**config.mk**
```make
export PLATFORM = sky130hd
export DESIGN_NAME = irqpol_frontend
export DESIGN_NICKNAME = d
export VERILOG_FILES = /design/src/rtl/irqpol_pkg.sv /design/src/rtl/irqpol_rstsync.sv /design/src/rtl/irqpol_sync.sv /design/src/rtl/irqpol_regs.sv /design/src/rtl/irqpol_frontend.sv
export SDC_FILE = /design/constraint.sdc
export NUM_CORES = 1
export LEC_CHECK = 0
export CAP_MARGIN = 25
export CORE_UTILIZATION = 62
export DETAILED_ROUTE_END_ITERATION = 10
export DONT_BUFFER_PORTS = 1
export GPL_TIMING_DRIVEN = 0
export PLACE_DENSITY = 0.87
export SETUP_SLACK_MARGIN = 0.05
export SYNTH_ARGS = -nofsm -noshare
export SYNTH_HDL_FRONTEND = slang
export SYNTH_HIERARCHICAL = 1
export SYNTH_SLANG_ARGS = --single-unit
```
**constraint.sdc**
```tcl
create_clock -name clk -period 2 [get_ports clk]
set_clock_uncertainty 0.05 [all_clocks]
set_input_delay 0.1 -clock clk [delete_from_list [all_inputs] [get_ports clk]]
set_output_delay 0.1 -clock clk [all_outputs]
set_load 0.01 [all_outputs]
```
**src/rtl/irqpol_pkg.sv**
```systemverilog
package irqpol_pkg;

  localparam int BUS_W  = 32;
  localparam int ADDR_W = 2;

  typedef enum logic [ADDR_W-1:0] {
    SEL_POLARITY = 2'd0,
    SEL_BITORDER = 2'd1
  } reg_sel_e;

  function automatic logic [BUS_W-1:0] mirror32(input logic [BUS_W-1:0] v);
    logic [BUS_W-1:0] r;
    for (int k = 0; k < BUS_W; k++) r[k] = v[BUS_W-1-k];
    return r;
  endfunction

endpackage

```
**src/rtl/irqpol_rstsync.sv**
```systemverilog
module irqpol_rstsync (
  input  logic clk,
  input  logic rst_n,
  output logic rst_n_sync
);
  logic [1:0] stage_q;

  always_ff @(posedge clk or negedge rst_n) begin
    if (!rst_n) stage_q <= 2'b00;
    else        stage_q <= {stage_q[0], 1'b1};
  end

  assign rst_n_sync = stage_q[1];
endmodule

```
**src/rtl/irqpol_sync.sv**
```systemverilog
module irqpol_sync #(
  parameter int WIDTH = 6
) (
  input  logic             clk,
  input  logic             rst_n,
  input  logic [WIDTH-1:0] din,
  output logic [WIDTH-1:0] dout
);
  logic [WIDTH-1:0] meta_q, safe_q;

  always_ff @(posedge clk or negedge rst_n) begin
    if (!rst_n) begin
      meta_q <= '0;
      safe_q <= '0;
    end else begin
      meta_q <= din;
      safe_q <= meta_q;
    end
  end

  assign dout = safe_q;

  // checker support: edges seen since reset, saturating at 3
  logic [1:0] age_q;
  always_ff @(posedge clk or negedge rst_n) begin
    if (!rst_n)              age_q <= 2'd0;
    else if (age_q != 2'd3)  age_q <= age_q + 2'd1;
  end

  AST_SYNC_LATENCY: assert property (@(posedge clk) disable iff (!rst_n)
    (age_q == 2'd3) |-> (dout == $past(din, 2)));
endmodule

```
**src/rtl/irqpol_regs.sv**
```systemverilog
module irqpol_regs
  import irqpol_pkg::*;
#(
  parameter int NUM_LINES = 6
) (
  input  logic                 clk,
  input  logic                 rst_n,
  input  logic [ADDR_W-1:0]    addr,
  input  logic                 wr,
  input  logic                 rd,
  input  logic [BUS_W-1:0]     wdata,
  output logic [BUS_W-1:0]     rdata,
  output logic [NUM_LINES-1:0] polarity
);
  localparam int PAD_W = BUS_W - NUM_LINES;

  logic [NUM_LINES-1:0] pol_q, pol_d;
  logic [BUS_W-1:0]     ord_q, ord_d;
  logic                 pol_en, ord_en, mirrored;
  logic [BUS_W-1:0]     wr_logical, pol_wide;

  always_comb begin
    mirrored   = (ord_q == {BUS_W{1'b1}});
    pol_en     = wr && (addr == SEL_POLARITY);
    ord_en     = wr && (addr == SEL_BITORDER);
    wr_logical = mirrored ? mirror32(wdata) : wdata;
    pol_d      = wr_logical[NUM_LINES-1:0];
    ord_d      = wdata;
    pol_wide   = {{PAD_W{1'b0}}, pol_q};
  end

  always_ff @(posedge clk or negedge rst_n) begin
    if (!rst_n) begin
      pol_q <= '1;
      ord_q <= '0;
    end else begin
      if (pol_en) pol_q <= pol_d;
      if (ord_en) ord_q <= ord_d;
    end
  end

  always_comb begin
    rdata = '0;
    if (rd) begin
      case (addr)
        SEL_POLARITY: rdata = mirrored ? mirror32(pol_wide) : pol_wide;
        SEL_BITORDER: rdata = ord_q;
        default:      rdata = '0;
      endcase
    end
  end

  assign polarity = pol_q;

  AST_READ_IDLE: assert property (@(posedge clk) disable iff (!rst_n)
    !rd |-> (rdata == '0));
  AST_POL_HOLD: assert property (@(posedge clk) disable iff (!rst_n)
    !(wr && addr == SEL_POLARITY) |=> $stable(polarity));
  AST_UPPER_ZERO: assert property (@(posedge clk) disable iff (!rst_n)
    (rd && addr == SEL_POLARITY && ord_q != '1) |-> (rdata[BUS_W-1:NUM_LINES] == '0));
  AST_MIRROR_ZERO: assert property (@(posedge clk) disable iff (!rst_n)
    (rd && addr == SEL_POLARITY && ord_q == '1) |-> (rdata[PAD_W-1:0] == '0));
endmodule

```
**src/rtl/irqpol_frontend.sv**
```systemverilog
module irqpol_frontend
  import irqpol_pkg::*;
#(
  parameter int NUM_LINES = 6
) (
  input  logic                 clk,
  input  logic                 rst_n,
  input  logic [1:0]           bus_addr,
  input  logic                 bus_wr,
  input  logic                 bus_rd,
  input  logic [31:0]          bus_wdata,
  output logic [31:0]          bus_rdata,
  input  logic [NUM_LINES-1:0] irq_in,
  output logic [NUM_LINES-1:0] irq_out
);
  logic                 rst_n_int;
  logic [NUM_LINES-1:0] synced, polarity;

  irqpol_rstsync u_rst (
    .clk        (clk),
    .rst_n      (rst_n),
    .rst_n_sync (rst_n_int)
  );

  irqpol_sync #(.WIDTH(NUM_LINES)) u_sync (
    .clk   (clk),
    .rst_n (rst_n_int),
    .din   (irq_in),
    .dout  (synced)
  );

  irqpol_regs #(.NUM_LINES(NUM_LINES)) u_regs (
    .clk      (clk),
    .rst_n    (rst_n_int),
    .addr     (bus_addr),
    .wr       (bus_wr),
    .rd       (bus_rd),
    .wdata    (bus_wdata),
    .rdata    (bus_rdata),
    .polarity (polarity)
  );

  for (genvar i = 0; i < NUM_LINES; i++) begin : g_line
    assign irq_out[i] = synced[i] ^ polarity[i];

    AST_LINE_ISOLATED: assert property (@(posedge clk) disable iff (!rst_n_int)
      ($stable(synced[i]) && $stable(polarity[i])) |-> $stable(irq_out[i]));
  end
endmodule

```
==> flow_summary.ini <==
[floorplanning]
start_util = 0.6506
die_w_um = 64.22
core_area_sq_mm = 0.003689
die_area_sq_mm = 0.004124
core.rowCount = 22
die_y_um = 64.22
ios = 82

[place]
dpl-instance-area_sq_mm = 0.002481
io_buffers = 0
placed_cells = 252
gp_congestion = 0.9602
dp_hpwl_mm = 4.024

[clocking]
cts_buffers = 5
clkLatencyLatePin_ps = 300
ctsLongestPathBuffers = 2
clk_pin_slew_worst_paths_ps = 90
root_buffer = clkbuf_8
h-tree-depth = 2
clock_sinks = 52
cts_tree = built

[synth]
ys_async_sr_fraction = 1.000
syn_nets = 247
avgSynthCellArea_sq_um = 11.82
synth_area_leaders = dfrtp_1 48%, mux2_2 15%, dfstp_2 6.6%
yosys_most_used_dff = dfrtp_1
ys_seq_elements = 52
synth.largest_area_cell = dfrtp_1
syn_inst = 203
netlist-cell-type-count = 29
synth_top_area_frac = 0.4797
yosysMostFrequentCell = dfrtp_1
ys_warn_count = 6
synthTopCellsByCount = 46 x dfrtp_1, 32 x mux2_2, 20 x and3_1
synth-edff-count = 0
syn_area_sq_mm = 0.002400
ys_seq_area_frac = 0.5454

[run]
maxCapViolations = 0

[global_route]
grt_max_degree = 35
antenna_found_initial = 0
grt-ovfl-total = 0
grt_pass1_vias = 1910
grt_first_pass_wirelength_mm = 9.749
grtUsageTotal = 0.3195

[setup_path]
cp.required_ps = 1850
reg2reg_from = u_regs/ord_q[13]$_DFFE_PN0P_
critical_path_class = reg2out
critPathCaptureType = output port
reg2regPathDepth = 6
cp-start-kind = register
r2r_end = u_regs/polarity[0]$_DFFE_PN1P_
crit_fanout = 4
cp.arrival_ps = 1960
r2r_setup_slack_ps = 20

[drt]
routed_wl_mm = 7.016
wl_per_cell_um = 22.42
detail_route.first_pass.iterations = 4
drc = 0
via_count = 2027
final_antenna_net_count = 0
viasPerCell = 6.476
drt_iter0_markers = 163

[layout]
fin_cells = 313
drive_above_1_share = 0.3245
diodes = 0
stdcell_area_sq_mm = 0.003156
syn_to_final_growth_pct = 31.49
nets = 308
final_util = 0.8555

[outcome]
violations = setup timing
status = complete, but fails checks

[sta]
fin_ws_ps = -107.2
setup_violations = 10
fmax_mhz = 474.6
tightest_slew_ps = 572.5
finalHoldViolations = 0
period_needed_ps = 2107
finalCritPeriodShare = 1.054
finalSetupTns_ps = -741.6
grt_setup_unrepaired = yes
drv_slew = 0
relSlewSlack = 0.6183

[hold_path]
hp-class = in2reg
min_from = bus_wr
whs_endpoint = u_regs/polarity[5]$_DFFE_PN1P_
whs_path_depth = 3

[pwr]
leakage_nw = 1.355
irDropWorstVdd_v = 0.0008494
cellPowerDensity_mw_per_mm2 = 772.0
state kept, by name, indices dropped and copies added, names as in the netlist:
name / flops
u_rst/stage_q: 2
u_sync/meta_q: 6
u_sync/dout: 6
u_regs/polarity: 6
u_regs/ord_q: 32
worst max path at each step:
stage,from,endpoint,slack (ps),depth (start not counted)
detailed placement,u_regs/ord_q[15]$_DFFE_PN0P_,bus_rdata[30],130,5
global route,u_regs/ord_q[2]$_DFFE_PN0P_,bus_rdata[28],-150,6
global placement,u_rst/stage_q[1]$_DFF_PN0_,u_regs/ord_q[27]$_DFFE_PN0P_,30,0
floorplan,u_rst/stage_q[1]$_DFF_PN0_,u_regs/ord_q[0]$_DFFE_PN0P_,410,0
finish,u_regs/ord_q[13]$_DFFE_PN0P_,bus_rdata[31],-110,4
CTS,u_regs/ord_q[15]$_DFFE_PN0P_,bus_rdata[31],-40,4
cell families after synthesis:
| logic type | Yosys count | synth area share |
|---|---|---|
| compound gates | 30 | 0.09281 |
| xor+xnor | 6 | 0.02190 |
| buf+inv | 15 | 0.03076 |
| flops | 52 | 0.5454 |
| mux | 32 | 0.1502 |
| other cells | 1 | 0.001563 |
| simple gates | 67 | 0.1575 |
per-stage QoR:
step / worst slack (ps) / total power (W) / hold slack [ps]
after floorplan: 405.8 / 0.001607 / -245.6
after global placement: 31.00 / 0.001669 / -245.5
after detailed placement: 134.7 / 0.001708 / -245.5
after CTS: -36.25 / 0.002366 / 24.59
after global routing: -152.0 / 0.002525 / 58.90
final: -107.2 / 0.002436 / 64.90
placed cells by master (no fill, tap or decap), types with 2 or more instances in the layout:
cell type / netlist / final
o211ai_2: 4 / 4
buf_6: 1 / 2
nor2_1: 7 / 7
xor2_1: 6 / 6
o21ai_1: 6 / 6
nand4_1: 12 / 12
clkbuf_8: 0 / 5
and3_1: 20 / 20
buf_2: 5 / 3
dfstp_2: 6 / 6
clkbuf_1: 7 / 9
dfrtp_1: 46 / 45
dlygate4sd3_1: 0 / 40
nand3_1: 6 / 6
a31oi_1: 6 / 6
or4_4: 2 / 2
nand2_1: 14 / 14
buf_4: 1 / 13
mux2_2: 32 / 32
a21boi_2: 0 / 9
layout make-up:
cell class	count	area (sq um)
fillers	188	533.0
clock inverters	1	5.005
flip-flops and latches	52	1310
plain buffers	15	90.09
clock buffers	7	76.32
repair buffers	54	535.5
multi-input cells	136	1079
well taps	48	60.06
layer usage:
layer	GRT usage	up-vias	part of all wire
li1	-	859	-
met1	0.3920	1023	0.37
met2	0.5691	121	0.53
met3	0.05536	24	0.071
met4	0.1056	0	0.034
met5	0	-	0
critical path, stage by stage, from the launching register on:
cell and delay (ps):
dfrtp_1 390, nand4_1 210, or4_4 620, o31ai_2 190, and3b_2 240
report_power, final:
| part | internal [W] | total, W | switching, W |
|---|---|---|---|
| Sequential | 0.00123 | 0.00137 | 0.000143 |
| Combinational | 0.000267 | 0.000499 | 0.000233 |
| Clock | 0.000246 | 0.000568 | 0.000322 |
repair_timing:
item | in CTS | in global routing
hold buffers | 40 | 0
buffers inserted | 6 | 6
endpoints found under the hold margin | 46 | 0
resized for setup | 11 | 10
gates cloned | 0 | 1
pin swaps | 8 | 9
endpoints found under the setup margin | 11 | 11
Power figures use the tool's default switching activity.
